### config.mk
export PLATFORM = sky130hd
export DESIGN_NAME = serial_word_xcvr
export DESIGN_NICKNAME = d
export VERILOG_FILES = /design/src/rtl/sxw_pkg.sv /design/src/rtl/sxw_edge_catch.sv /design/src/rtl/sxw_phase_timer.sv /design/src/rtl/sxw_bit_shifter.sv /design/src/rtl/sxw_xfer_ctrl.sv /design/src/rtl/serial_word_xcvr.sv
export SDC_FILE = /design/constraint.sdc
export NUM_CORES = 1
export LEC_CHECK = 0
export CORE_AREA = 4 4 79 81
export CTS_CLUSTER_SIZE = 20
export DETAILED_ROUTE_END_ITERATION = 12
export DIE_AREA = 0 0 83 85
export PLACE_DENSITY = 0.8
export REMOVE_ABC_BUFFERS = 1
export SLEW_MARGIN = 20
export SYNTH_ARGS = -nofsm -noshare
export SYNTH_HDL_FRONTEND = slang
export SYNTH_HIERARCHICAL = 1
export SYNTH_SLANG_ARGS = --single-unit
### constraint.sdc
create_clock -name clk -period 3.3 [get_ports clk]
set_input_delay 0.66 -clock clk [delete_from_list [all_inputs] [get_ports clk]]
set_output_delay 0.66 -clock clk [all_outputs]
set_load 0.01 [all_outputs]
### src/rtl/sxw_pkg.sv
package sxw_pkg;

   // Phases of one word; the encoding is internal to the transceiver
   typedef enum logic [2:0] {
      PH_IDLE   = 3'd0,
      PH_PREP   = 3'd1,
      PH_REQ    = 3'd2,
      PH_LEAD   = 3'd3,
      PH_SETUP  = 3'd4,
      PH_STROBE = 3'd5,
      PH_TAIL   = 3'd6
   } phase_e;

   // Width choice carried on the request
   typedef enum logic [1:0] {
      WS_MODE   = 2'b00,
      WS_NARROW = 2'b01,
      WS_WIDE   = 2'b10,
      WS_CMD    = 2'b11
   } wsel_e;

endpackage

### src/rtl/sxw_edge_catch.sv
// Synchroniser, rising-edge detector and sticky flag for one async line.
module sxw_edge_catch #(
   parameter int STAGES = 2
) (
   input  logic clk,
   input  logic rst_n,
   input  logic sig_i,
   input  logic clr_i,
   output logic flag_o
);

   generate
      if (STAGES < 2) begin : g_bad_stages
         $error("sxw_edge_catch: STAGES must be at least 2");
      end
   endgenerate

   logic [STAGES:0] pipe_q;
   logic            rise;
   logic            flag_q;

   always_ff @(posedge clk or negedge rst_n) begin
      if (!rst_n) pipe_q <= '0;
      else        pipe_q <= {pipe_q[STAGES-1:0], sig_i};
   end

   // edge taken after the last synchronising stage
   assign rise = pipe_q[STAGES-1] & ~pipe_q[STAGES];

   // a new edge wins over a clear in the same cycle
   always_ff @(posedge clk or negedge rst_n) begin
      if (!rst_n)     flag_q <= 1'b0;
      else if (rise)  flag_q <= 1'b1;
      else if (clr_i) flag_q <= 1'b0;
   end

   assign flag_o = flag_q;


   edge_held_chk: assert property (@(posedge clk) disable iff (!rst_n)
      rise |=> flag_q);

endmodule

### src/rtl/sxw_phase_timer.sv
// Down counter timing one phase; expire_o marks the phase's last cycle.
module sxw_phase_timer #(
   parameter int CNT_W = 4
) (
   input  logic             clk,
   input  logic             rst_n,
   input  logic             load_i,
   input  logic [CNT_W-1:0] val_i,
   output logic             expire_o
);

   generate
      if (CNT_W < 1) begin : g_bad_cnt
         $error("sxw_phase_timer: CNT_W must be positive");
      end
   endgenerate

   logic [CNT_W-1:0] cnt_q;

   always_ff @(posedge clk or negedge rst_n) begin
      if (!rst_n)              cnt_q <= '0;
      else if (load_i)         cnt_q <= val_i;
      else if (cnt_q != '0)    cnt_q <= cnt_q - 1'b1;
   end

   assign expire_o = (cnt_q == '0);

endmodule

### src/rtl/sxw_bit_shifter.sv
// Holds the outgoing word, collects the incoming one and tracks the bit index.
module sxw_bit_shifter #(
   parameter int WORD_W = 12,
   parameter int IDX_W  = 4
) (
   input  logic              clk,
   input  logic              rst_n,
   input  logic              load_i,
   input  logic [WORD_W-1:0] data_i,
   input  logic [IDX_W-1:0]  top_idx_i,
   input  logic              advance_i,
   input  logic              capture_i,
   input  logic              datai_i,
   output logic              bit_o,
   output logic              last_o,
   output logic [WORD_W-1:0] word_o
);

   generate
      if (WORD_W < 2) begin : g_bad_word
         $error("sxw_bit_shifter: WORD_W must be at least 2");
      end
      if ((1 << IDX_W) < WORD_W) begin : g_bad_idx
         $error("sxw_bit_shifter: IDX_W too small for WORD_W");
      end
   endgenerate

   logic [WORD_W-1:0] tx_q;
   logic [WORD_W-1:0] rx_q;
   logic [IDX_W-1:0]  idx_q;

   always_ff @(posedge clk or negedge rst_n) begin
      if (!rst_n) begin
         tx_q  <= '0;
         rx_q  <= '0;
         idx_q <= '0;
      end else if (load_i) begin
         tx_q  <= data_i;
         rx_q  <= '0;
         idx_q <= top_idx_i;
      end else begin
         if (advance_i) idx_q <= idx_q - 1'b1;
         if (capture_i) rx_q  <= {rx_q[WORD_W-2:0], datai_i};
      end
   end

   assign bit_o  = tx_q[idx_q];
   assign last_o = (idx_q == '0);
   assign word_o = rx_q;


   idx_in_word_chk: assert property (@(posedge clk) disable iff (!rst_n)
      32'(idx_q) < WORD_W);

endmodule

### src/rtl/sxw_xfer_ctrl.sv
// Phase sequencer for one word, plus the line and response registers.
module sxw_xfer_ctrl
   import sxw_pkg::*;
#(
   parameter int WIDE_W     = 12,
   parameter int NARROW_W   = 8,
   parameter int IDX_W      = 4,
   parameter int CNT_W      = 4,
   parameter int LEAD_CYC   = 12,
   parameter int SETUP_CYC  = 8,
   parameter int STROBE_CYC = 4,
   parameter int TAIL_CYC   = 12
) (
   input  logic              clk,
   input  logic              rst_n,
   input  logic              req_valid_i,
   input  logic              req_tx_i,
   input  logic              req_hs_i,
   input  logic [1:0]        req_wsel_i,
   input  logic              mode12_i,
   input  logic              dma_i,
   input  logic              run_flag_i,
   input  logic              init_flag_i,
   input  logic              tmr_expire_i,
   input  logic              bit_i,
   input  logic              last_bit_i,
   input  logic [WIDE_W-1:0] word_i,
   output logic              tmr_load_o,
   output logic [CNT_W-1:0]  tmr_val_o,
   output logic              sh_load_o,
   output logic [IDX_W-1:0]  sh_top_o,
   output logic              sh_advance_o,
   output logic              sh_capture_o,
   output logic              run_clr_o,
   output logic              busy_o,
   output logic              rsp_valid_o,
   output logic              rsp_abort_o,
   output logic [WIDE_W-1:0] rsp_data_o,
   output logic              datao_o,
   output logic              shift_o,
   output logic              out_o,
   output logic              trq_o,
   output logic              done_clr_o
);

   localparam logic [CNT_W-1:0] LEAD_V   = CNT_W'(LEAD_CYC - 1);
   localparam logic [CNT_W-1:0] SETUP_V  = CNT_W'(SETUP_CYC - 1);
   localparam logic [CNT_W-1:0] STROBE_V = CNT_W'(STROBE_CYC - 1);
   localparam logic [CNT_W-1:0] TAIL_V   = CNT_W'(TAIL_CYC - 1);
   localparam logic [IDX_W-1:0] WIDE_TOP   = IDX_W'(WIDE_W - 1);
   localparam logic [IDX_W-1:0] NARROW_TOP = IDX_W'(NARROW_W - 1);

   phase_e phase_q, phase_d;
   logic   tx_q, tx_d;
   logic   hs_q, hs_d;
   logic   finish, abort;
   logic   wide_sel;
   logic   rsp_valid_q, rsp_abort_q;
   logic [WIDE_W-1:0] rsp_data_q;

   // width decision at request time
   always_comb begin
      unique case (wsel_e'(req_wsel_i))
         WS_MODE:   wide_sel = mode12_i;
         WS_NARROW: wide_sel = 1'b0;
         WS_WIDE:   wide_sel = 1'b1;
         default:   wide_sel = mode12_i | dma_i;
      endcase
   end

   assign sh_top_o = wide_sel ? WIDE_TOP : NARROW_TOP;

   always_comb begin
      phase_d      = phase_q;
      tx_d         = tx_q;
      hs_d         = hs_q;
      tmr_load_o   = 1'b0;
      tmr_val_o    = '0;
      sh_load_o    = 1'b0;
      sh_advance_o = 1'b0;
      sh_capture_o = 1'b0;
      run_clr_o    = 1'b0;
      finish       = 1'b0;
      abort        = 1'b0;
      if (phase_q == PH_IDLE) begin
         if (req_valid_i) begin
            if (init_flag_i) begin
               abort = 1'b1;
            end else begin
               sh_load_o = 1'b1;
               tx_d      = req_tx_i;
               hs_d      = req_hs_i;
               if (req_tx_i) begin
                  phase_d    = PH_LEAD;
                  tmr_load_o = 1'b1;
                  tmr_val_o  = LEAD_V;
               end else begin
                  phase_d = PH_PREP;
               end
            end
         end
      end else if (init_flag_i) begin
         abort   = 1'b1;
         phase_d = PH_IDLE;
      end else begin
         unique case (phase_q)
            PH_PREP: begin
               if (hs_q) begin
                  phase_d = PH_REQ;
               end else begin
                  phase_d    = PH_SETUP;
                  tmr_load_o = 1'b1;
                  tmr_val_o  = SETUP_V;
               end
            end
            PH_REQ: begin
               if (run_flag_i) begin
                  run_clr_o = 1'b1;
                  if (tx_q) begin
                     finish  = 1'b1;
                     phase_d = PH_IDLE;
                  end else begin
                     phase_d    = PH_SETUP;
                     tmr_load_o = 1'b1;
                     tmr_val_o  = SETUP_V;
                  end
               end
            end
            PH_LEAD: begin
               if (tmr_expire_i) begin
                  phase_d    = PH_SETUP;
                  tmr_load_o = 1'b1;
                  tmr_val_o  = SETUP_V;
               end
            end
            PH_SETUP: begin
               if (tmr_expire_i) begin
                  phase_d      = PH_STROBE;
                  tmr_load_o   = 1'b1;
                  tmr_val_o    = STROBE_V;
                  sh_capture_o = ~tx_q;
               end
            end
            PH_STROBE: begin
               if (tmr_expire_i) begin
                  if (!last_bit_i) begin
                     sh_advance_o = 1'b1;
                     phase_d      = PH_SETUP;
                     tmr_load_o   = 1'b1;
                     tmr_val_o    = SETUP_V;
                  end else if (tx_q) begin
                     phase_d    = PH_TAIL;
                     tmr_load_o = 1'b1;
                     tmr_val_o  = TAIL_V;
                  end else begin
                     finish  = 1'b1;
                     phase_d = PH_IDLE;
                  end
               end
            end
            PH_TAIL: begin
               if (tmr_expire_i) begin
                  if (hs_q) begin
                     phase_d = PH_REQ;
                  end else begin
                     finish  = 1'b1;
                     phase_d = PH_IDLE;
                  end
               end
            end
            default: phase_d = PH_IDLE;
         endcase
      end
   end

   always_ff @(posedge clk or negedge rst_n) begin
      if (!rst_n) begin
         phase_q     <= PH_IDLE;
         tx_q        <= 1'b0;
         hs_q        <= 1'b0;
         rsp_valid_q <= 1'b0;
         rsp_abort_q <= 1'b0;
         rsp_data_q  <= '0;
      end else begin
         phase_q     <= phase_d;
         tx_q        <= tx_d;
         hs_q        <= hs_d;
         rsp_valid_q <= finish | abort;
         rsp_abort_q <= abort;
         rsp_data_q  <= (finish && !tx_q) ? word_i : '0;
      end
   end

   // line decodes from registered phase
   assign busy_o      = (phase_q != PH_IDLE);
   assign shift_o     = (phase_q == PH_STROBE);
   assign trq_o       = (phase_q == PH_REQ);
   assign done_clr_o  = (phase_q == PH_PREP);
   assign out_o       = tx_q & busy_o;
   assign datao_o     = tx_q & bit_i &
                        ((phase_q == PH_SETUP) || (phase_q == PH_STROBE) ||
                         (phase_q == PH_TAIL));
   assign rsp_valid_o = rsp_valid_q;
   assign rsp_abort_o = rsp_abort_q;
   assign rsp_data_o  = rsp_data_q;


   setup_span_chk: assert property (@(posedge clk) disable iff (!rst_n)
      (phase_q == PH_STROBE && $past(phase_q) == PH_SETUP) |-> $past(tmr_expire_i));


   prep_single_chk: assert property (@(posedge clk) disable iff (!rst_n)
      done_clr_o |=> !done_clr_o);


   req_release_chk: assert property (@(posedge clk) disable iff (!rst_n)
      $fell(trq_o) |-> ($past(run_flag_i) || $past(init_flag_i)));


   init_stops_chk: assert property (@(posedge clk) disable iff (!rst_n)
      (busy_o && init_flag_i) |=> (!busy_o && rsp_valid_o && rsp_abort_o));


   done_from_busy_chk: assert property (@(posedge clk) disable iff (!rst_n)
      (rsp_valid_o && !rsp_abort_o) |-> ($past(busy_o) && !busy_o));

endmodule

### src/rtl/serial_word_xcvr.sv
// Top: one handshaked bit-serial word per request.
module serial_word_xcvr #(
   parameter int UNIT_CYC    = 4,
   parameter int WIDE_W      = 12,
   parameter int NARROW_W    = 8,
   parameter int SYNC_STAGES = 2,
   parameter int LEAD_UNITS  = 3,
   parameter int SETUP_UNITS = 2,
   parameter int TAIL_UNITS  = 3
) (
   input  logic              clk,
   input  logic              rst_n,
   input  logic              req_valid_i,
   input  logic              req_tx_i,
   input  logic              req_hs_i,
   input  logic [1:0]        req_wsel_i,
   input  logic [WIDE_W-1:0] req_data_i,
   input  logic              mode12_i,
   input  logic              dma_i,
   input  logic              run_i,
   input  logic              init_i,
   input  logic              init_clr_i,
   input  logic              datai_i,
   output logic              busy_o,
   output logic              rsp_valid_o,
   output logic              rsp_abort_o,
   output logic [WIDE_W-1:0] rsp_data_o,
   output logic              init_pend_o,
   output logic              datao_o,
   output logic              shift_o,
   output logic              out_o,
   output logic              trq_o,
   output logic              done_clr_o
);

   localparam int LEAD_CYC   = LEAD_UNITS * UNIT_CYC;
   localparam int SETUP_CYC  = SETUP_UNITS * UNIT_CYC;
   localparam int STROBE_CYC = UNIT_CYC;
   localparam int TAIL_CYC   = TAIL_UNITS * UNIT_CYC;
   localparam int MAX_A      = (LEAD_CYC > SETUP_CYC) ? LEAD_CYC : SETUP_CYC;
   localparam int MAX_CYC    = (MAX_A > TAIL_CYC) ? MAX_A : TAIL_CYC;
   localparam int CNT_W      = $clog2(MAX_CYC + 1);
   localparam int IDX_W      = $clog2(WIDE_W);

   generate
      if (UNIT_CYC < 1) begin : g_bad_unit
         $error("serial_word_xcvr: UNIT_CYC must be at least 1");
      end
      if (NARROW_W < 1 || NARROW_W > WIDE_W) begin : g_bad_narrow
         $error("serial_word_xcvr: NARROW_W must lie in 1..WIDE_W");
      end
      if (LEAD_UNITS < 1 || SETUP_UNITS < 1 || TAIL_UNITS < 1) begin : g_bad_units
         $error("serial_word_xcvr: phase lengths must be at least one unit");
      end
   endgenerate

   logic run_flag, init_flag, run_clr;
   logic tmr_load, tmr_expire;
   logic [CNT_W-1:0] tmr_val;
   logic sh_load, sh_advance, sh_capture, sh_bit, sh_last;
   logic [IDX_W-1:0]  sh_top;
   logic [WIDE_W-1:0] sh_word;

   sxw_edge_catch #(.STAGES(SYNC_STAGES)) u_run_catch (
      .clk    (clk),
      .rst_n  (rst_n),
      .sig_i  (run_i),
      .clr_i  (run_clr),
      .flag_o (run_flag)
   );

   sxw_edge_catch #(.STAGES(SYNC_STAGES)) u_init_catch (
      .clk    (clk),
      .rst_n  (rst_n),
      .sig_i  (init_i),
      .clr_i  (init_clr_i),
      .flag_o (init_flag)
   );

   sxw_phase_timer #(.CNT_W(CNT_W)) u_timer (
      .clk      (clk),
      .rst_n    (rst_n),
      .load_i   (tmr_load),
      .val_i    (tmr_val),
      .expire_o (tmr_expire)
   );

   sxw_bit_shifter #(.WORD_W(WIDE_W), .IDX_W(IDX_W)) u_shifter (
      .clk       (clk),
      .rst_n     (rst_n),
      .load_i    (sh_load),
      .data_i    (req_data_i),
      .top_idx_i (sh_top),
      .advance_i (sh_advance),
      .capture_i (sh_capture),
      .datai_i   (datai_i),
      .bit_o     (sh_bit),
      .last_o    (sh_last),
      .word_o    (sh_word)
   );

   sxw_xfer_ctrl #(
      .WIDE_W     (WIDE_W),
      .NARROW_W   (NARROW_W),
      .IDX_W      (IDX_W),
      .CNT_W      (CNT_W),
      .LEAD_CYC   (LEAD_CYC),
      .SETUP_CYC  (SETUP_CYC),
      .STROBE_CYC (STROBE_CYC),
      .TAIL_CYC   (TAIL_CYC)
   ) u_ctrl (
      .clk          (clk),
      .rst_n        (rst_n),
      .req_valid_i  (req_valid_i),
      .req_tx_i     (req_tx_i),
      .req_hs_i     (req_hs_i),
      .req_wsel_i   (req_wsel_i),
      .mode12_i     (mode12_i),
      .dma_i        (dma_i),
      .run_flag_i   (run_flag),
      .init_flag_i  (init_flag),
      .tmr_expire_i (tmr_expire),
      .bit_i        (sh_bit),
      .last_bit_i   (sh_last),
      .word_i       (sh_word),
      .tmr_load_o   (tmr_load),
      .tmr_val_o    (tmr_val),
      .sh_load_o    (sh_load),
      .sh_top_o     (sh_top),
      .sh_advance_o (sh_advance),
      .sh_capture_o (sh_capture),
      .run_clr_o    (run_clr),
      .busy_o       (busy_o),
      .rsp_valid_o  (rsp_valid_o),
      .rsp_abort_o  (rsp_abort_o),
      .rsp_data_o   (rsp_data_o),
      .datao_o      (datao_o),
      .shift_o      (shift_o),
      .out_o        (out_o),
      .trq_o        (trq_o),
      .done_clr_o   (done_clr_o)
   );

   assign init_pend_o = init_flag;

endmodule

==> qor.log <==
qor: clock_tree.tritoncts done
qor: worst_setup_path.reg2reg_to u_ctrl/rsp_data_o[5]
qor: worst_setup_path.criticalPathCategory register to output pin
qor: floorplanning.initial_core_util 51.76%
qor: clock_tree.cts.hold.buffers_added 0
qor: clock_tree.ctsHtreeMaxLevel 3
qor: sta.sum_of_negative_setup_slack 0 ns
qor: worst_setup_path.timing.reg2reg.setup_slack 0.83 ns
qor: yosys.ys_types 52
qor: clock_tree.post_cts.resized_instances 0
qor: clock_tree.worst_setup_hold_path_clk_slew 0.07 ns
qor: detailed_routing.routed_wl 5.308 mm
qor: global_routing.pin_count_of_the_biggest_net_entering_global_routing 38
qor: clock_tree.clock_insertion_delay_worst_skew 0.34 ns
qor: detailed_routing.route.detailed.drc 0
qor: clock_tree.post_cts_setup_repair_bufs 0
qor: clock_tree.cts_root_buffer sky130_fd_sc_hd__clkbuf_8
qor: cells_and_area.nFillCells 461
qor: sta.final_hold_violating_endpoints 0
qor: sta.slew_headroom 44.95%
qor: yosys.synth-seq-area-share 52.12%
qor: yosys.synth_async_sr_flop_share 100.0%
qor: detailed_routing.via_count 1,936
qor: global_routing.antenna_found_initial 0
qor: cells_and_area.diodes 0
qor: global_routing.global_route.usage.met3 5.825%
qor: flow_run.drv_cap 0
qor: cells_and_area.final_core_utilization 64.36%
qor: placed_design.dpl.hpwl 3.673 mm
qor: global_routing.gr-total-overflow 0
qor: clock_tree.cts_sinks 59
qor: floorplanning.core_region_area 5473 um^2
qor: placed_design.place.gp.congestion 0.7867
qor: hold_path.min-delay-path-class register to register
qor: worst_setup_path.critPathCaptureType output pin
qor: cells_and_area.fin_nets 320
qor: placed_design.postPlaceCellArea 3319 um^2
qor: detailed_routing.avgViaCountPerCell 5.232
qor: detailed_routing.drt_first_pass_iters 4
qor: global_routing.gr-usage-all-layers 16.59%
qor: pwr.power_density 729.8 nW/um^2
qor: global_routing.vias_in_the_first_global_route 1,997
qor: floorplanning.placementRows 27
qor: clock_tree.cts_made_buffers 9
qor: hold_path.hold-path-cell-count 0
qor: clock_tree.cts_buffer_depth 2
qor: pwr.power_leakage 0.001526 uW
qor: sta.fin_ws 0.3354 ns
qor: yosys.yosys_warnings 6
qor: sta.timing.final.crit_period 2.965 ns
qor: global_routing.grt_first_pass_wirelength 9.273 mm
qor: worst_setup_path.crit_path_start_kind register
qor: worst_setup_path.worst-endpoint-arrival 2.30 ns
qor: placed_design.io_buffer_count 45
qor: sta.clock.fmax 0.3373 GHz
qor: hold_path.worst_hold_path.endpoint u_init_catch/pipe_q[1]
qor: cells_and_area.final_layout_size_suffix_gt1_share 17.45%
qor: placed_design.pre_cts_slack 0.6708 ns
qor: floorplanning.die_y 85 um
qor: detailed_routing.drt-initial-drc-count 148
qor: global_routing.global_route.peak_usage_layer met2
qor: floorplanning.top_level_ports 46
qor: yosys.ys_seq_elements 59
qor: worst_setup_path.r2r_start u_shifter/idx_q[0]
qor: cells_and_area.design_area 3522 um^2
qor: yosys.ys.flop_type sky130_fd_sc_hd__dfrtp_1
qor: worst_setup_path.cp.required 2.64 ns
qor: sta.clock_skew 0.006218 ns
qor: pwr.irDropWorstVdd 0.5545 mV
qor: sta.worst_pin_slew 0.8258 ns
qor: yosys.number_of_enable_type_register_cells_in_the_synthesized_netlist 0
qor: worst_setup_path.worstPathMaxFanout 8
qor: yosys.avgSynthCellArea 11.38 um^2
qor: yosys.synth_area 2833 um^2
qor: cells_and_area.area_overhead_of_the_layout_relative_to_synthesis 24.34%
qor: global_routing.global_route.usage.met2 28.28%
qor: floorplanning.design.die.area 7055 um^2
qor: floorplanning.fp.dieW 83 um
qor: sta.report.final.setup_viol 0
qor: detailed_routing.wire_per_inst 14.35 um
qor: sta.grt_setup_unrepaired false
qor: hold_path.worstHoldStart u_init_catch/pipe_q[0]
qor: sta.report.final.slew_viol_count 0
qor: sta.layout_worst_path_cycle_share 89.84%
qor: global_routing.grt.met1_usage 18.96%
qor: status.outcome finished clean
qor: yosys.post_synth_inst_count 249
qor: detailed_routing.drtAntennaViolNets 0
qor: worst_setup_path.r2r_cells 8
## power by group
part | switching [uW] | internal [uW]
clock network | 288 | 368
logic | 342 | 475
registers | 210 | 888
total | 840 | 1730
## kinds of logic (layout without fill, tap and decap cells)
| kind of cell | count (synthesis) | after routing | share of synthesized area, % |
|---|---|---|---|
| AO/OA/AOI/OAI | 29 | 29 | 8.260 |
| XOR/XNOR | 6 | 6 | 1.855 |
| adder cells (fa/ha/maj) | 2 | 2 | 0.8833 |
| buffers and inverters | 32 | 80 | 5.610 |
| flip-flops | 59 | 59 | 52.12 |
| multiplexers | 38 | 38 | 15.24 |
| other | 1 | 2 | 0.1324 |
| AND/OR/NAND/NOR | 82 | 82 | 15.90 |
## synth_stat cells (4+ instances only)
master,number,area share (%)
sky130_fd_sc_hd__dfrtp_1,59,52
sky130_fd_sc_hd__nor2_1,21,2.8
sky130_fd_sc_hd__mux2_2,18,7.2
sky130_fd_sc_hd__mux2i_1,18,6.4
sky130_fd_sc_hd__nand2_1,18,2.4
sky130_fd_sc_hd__and2_1,14,3.1
sky130_fd_sc_hd__inv_1,12,1.6
sky130_fd_sc_hd__clkbuf_1,7,0.93
sky130_fd_sc_hd__o21ai_0,6,1.1
sky130_fd_sc_hd__buf_4,5,1.3
sky130_fd_sc_hd__buf_2,4,0.71
sky130_fd_sc_hd__nor2b_1,4,0.88
## registers in the layout, indices dropped and copies added (netlist names)
signal               cells
u_shifter/tx_q          12
u_run_catch/flag_o       1
u_ctrl/phase_q           3
u_ctrl/tx_q              1
u_timer/cnt_q            4
u_init_catch/pipe_q      3
u_run_catch/pipe_q       3
u_init_catch/flag_o      1
u_ctrl/rsp_data_o       12
u_shifter/word_o        12
u_ctrl/hs_q              1
u_ctrl/rsp_abort_o       1
u_shifter/idx_q          4
u_ctrl/rsp_valid_o       1
## metrics by stage
| step | total power, uW | std cells | hold WS, ns |
|---|---|---|---|
| 2_1_floorplan | 1646 | 230 | 0.3312 |
| 5_1_grt | 2764 | 370 | 0.3710 |
| 4_1_cts | 2603 | 370 | 0.3633 |
| 6_report | 2571 | 370 | 0.3577 |
| 3_5_place_dp | 1935 | 354 | 0.3465 |
| 3_3_place_gp | 1902 | 354 | 0.3352 |
## layout make-up
class / count / area [um^2] / area share [%]
clock buffers: 10 / 137.6 / 3.908
clock inverters: 6 / 65.06 / 1.847
inverters: 12 / 45.04 / 1.279
multi-input cells: 159 / 1210 / 34.35
flip-flops and latches: 59 / 1476 / 41.92
well taps: 72 / 90.09 / 2.558
repair buffers: 52 / 498.0 / 14.14
## critical path, stage by stage (launching register included)
cell,delay (ns)
sky130_fd_sc_hd__dfrtp_1,0.54
sky130_fd_sc_hd__mux2i_1,0.12
sky130_fd_sc_hd__mux4_2,0.47
sky130_fd_sc_hd__o21ai_1,0.13
sky130_fd_sc_hd__nand2_1,0.06
sky130_fd_sc_hd__nor2_1,0.09
sky130_fd_sc_hd__clkdlybuf4s50_1,0.55
## placed cells by master, fill, tap and decap left out, types with 2 or more instances in the layout
master / count
sky130_fd_sc_hd__nand2_1: 18
sky130_fd_sc_hd__o21ai_1: 2
sky130_fd_sc_hd__nand3b_1: 2
sky130_fd_sc_hd__inv_1: 12
sky130_fd_sc_hd__dfrtp_1: 59
sky130_fd_sc_hd__mux2i_1: 18
sky130_fd_sc_hd__mux2_2: 18
sky130_fd_sc_hd__and2_1: 14
sky130_fd_sc_hd__nor2b_1: 3
sky130_fd_sc_hd__clkinv_4: 2
sky130_fd_sc_hd__xor2_1: 3
sky130_fd_sc_hd__o22ai_2: 2
sky130_fd_sc_hd__buf_4: 7
sky130_fd_sc_hd__or2_2: 2
sky130_fd_sc_hd__conb_1: 2
sky130_fd_sc_hd__o21ai_0: 6
sky130_fd_sc_hd__xnor2_1: 3
sky130_fd_sc_hd__clkbuf_8: 10
sky130_fd_sc_hd__nand4b_1: 2
sky130_fd_sc_hd__a22oi_1: 2
sky130_fd_sc_hd__clkinv_2: 2
sky130_fd_sc_hd__nor2_1: 21
sky130_fd_sc_hd__clkdlybuf4s50_1: 44
sky130_fd_sc_hd__nor3b_1: 3
sky130_fd_sc_hd__nand4_1: 2
sky130_fd_sc_hd__ha_1: 2
sky130_fd_sc_hd__nand2b_1: 3
sky130_fd_sc_hd__a21oi_1: 2
sky130_fd_sc_hd__o21a_1: 2
sky130_fd_sc_hd__nor3_1: 3
## worst max path at each step
stage | startpoint | end | cells past startpoint
2_1_floorplan | u_timer/cnt_q[0] | u_shifter/word_o[0] | 7
3_3_place_gp | u_shifter/idx_q[0] | datao_o | 6
3_5_place_dp | u_shifter/idx_q[0] | datao_o | 6
4_1_cts | u_shifter/idx_q[0] | datao_o | 6
5_1_grt | u_shifter/idx_q[0] | datao_o | 6
6_report | u_shifter/idx_q[0] | datao_o | 6
## per-layer routing
layer,wire length [um],share of wire [%]
met5,0,0
met4,87,1.6
met3,296,5.6
met2,2698,51
met1,2225,42
(Power assumes the default switching activity.)
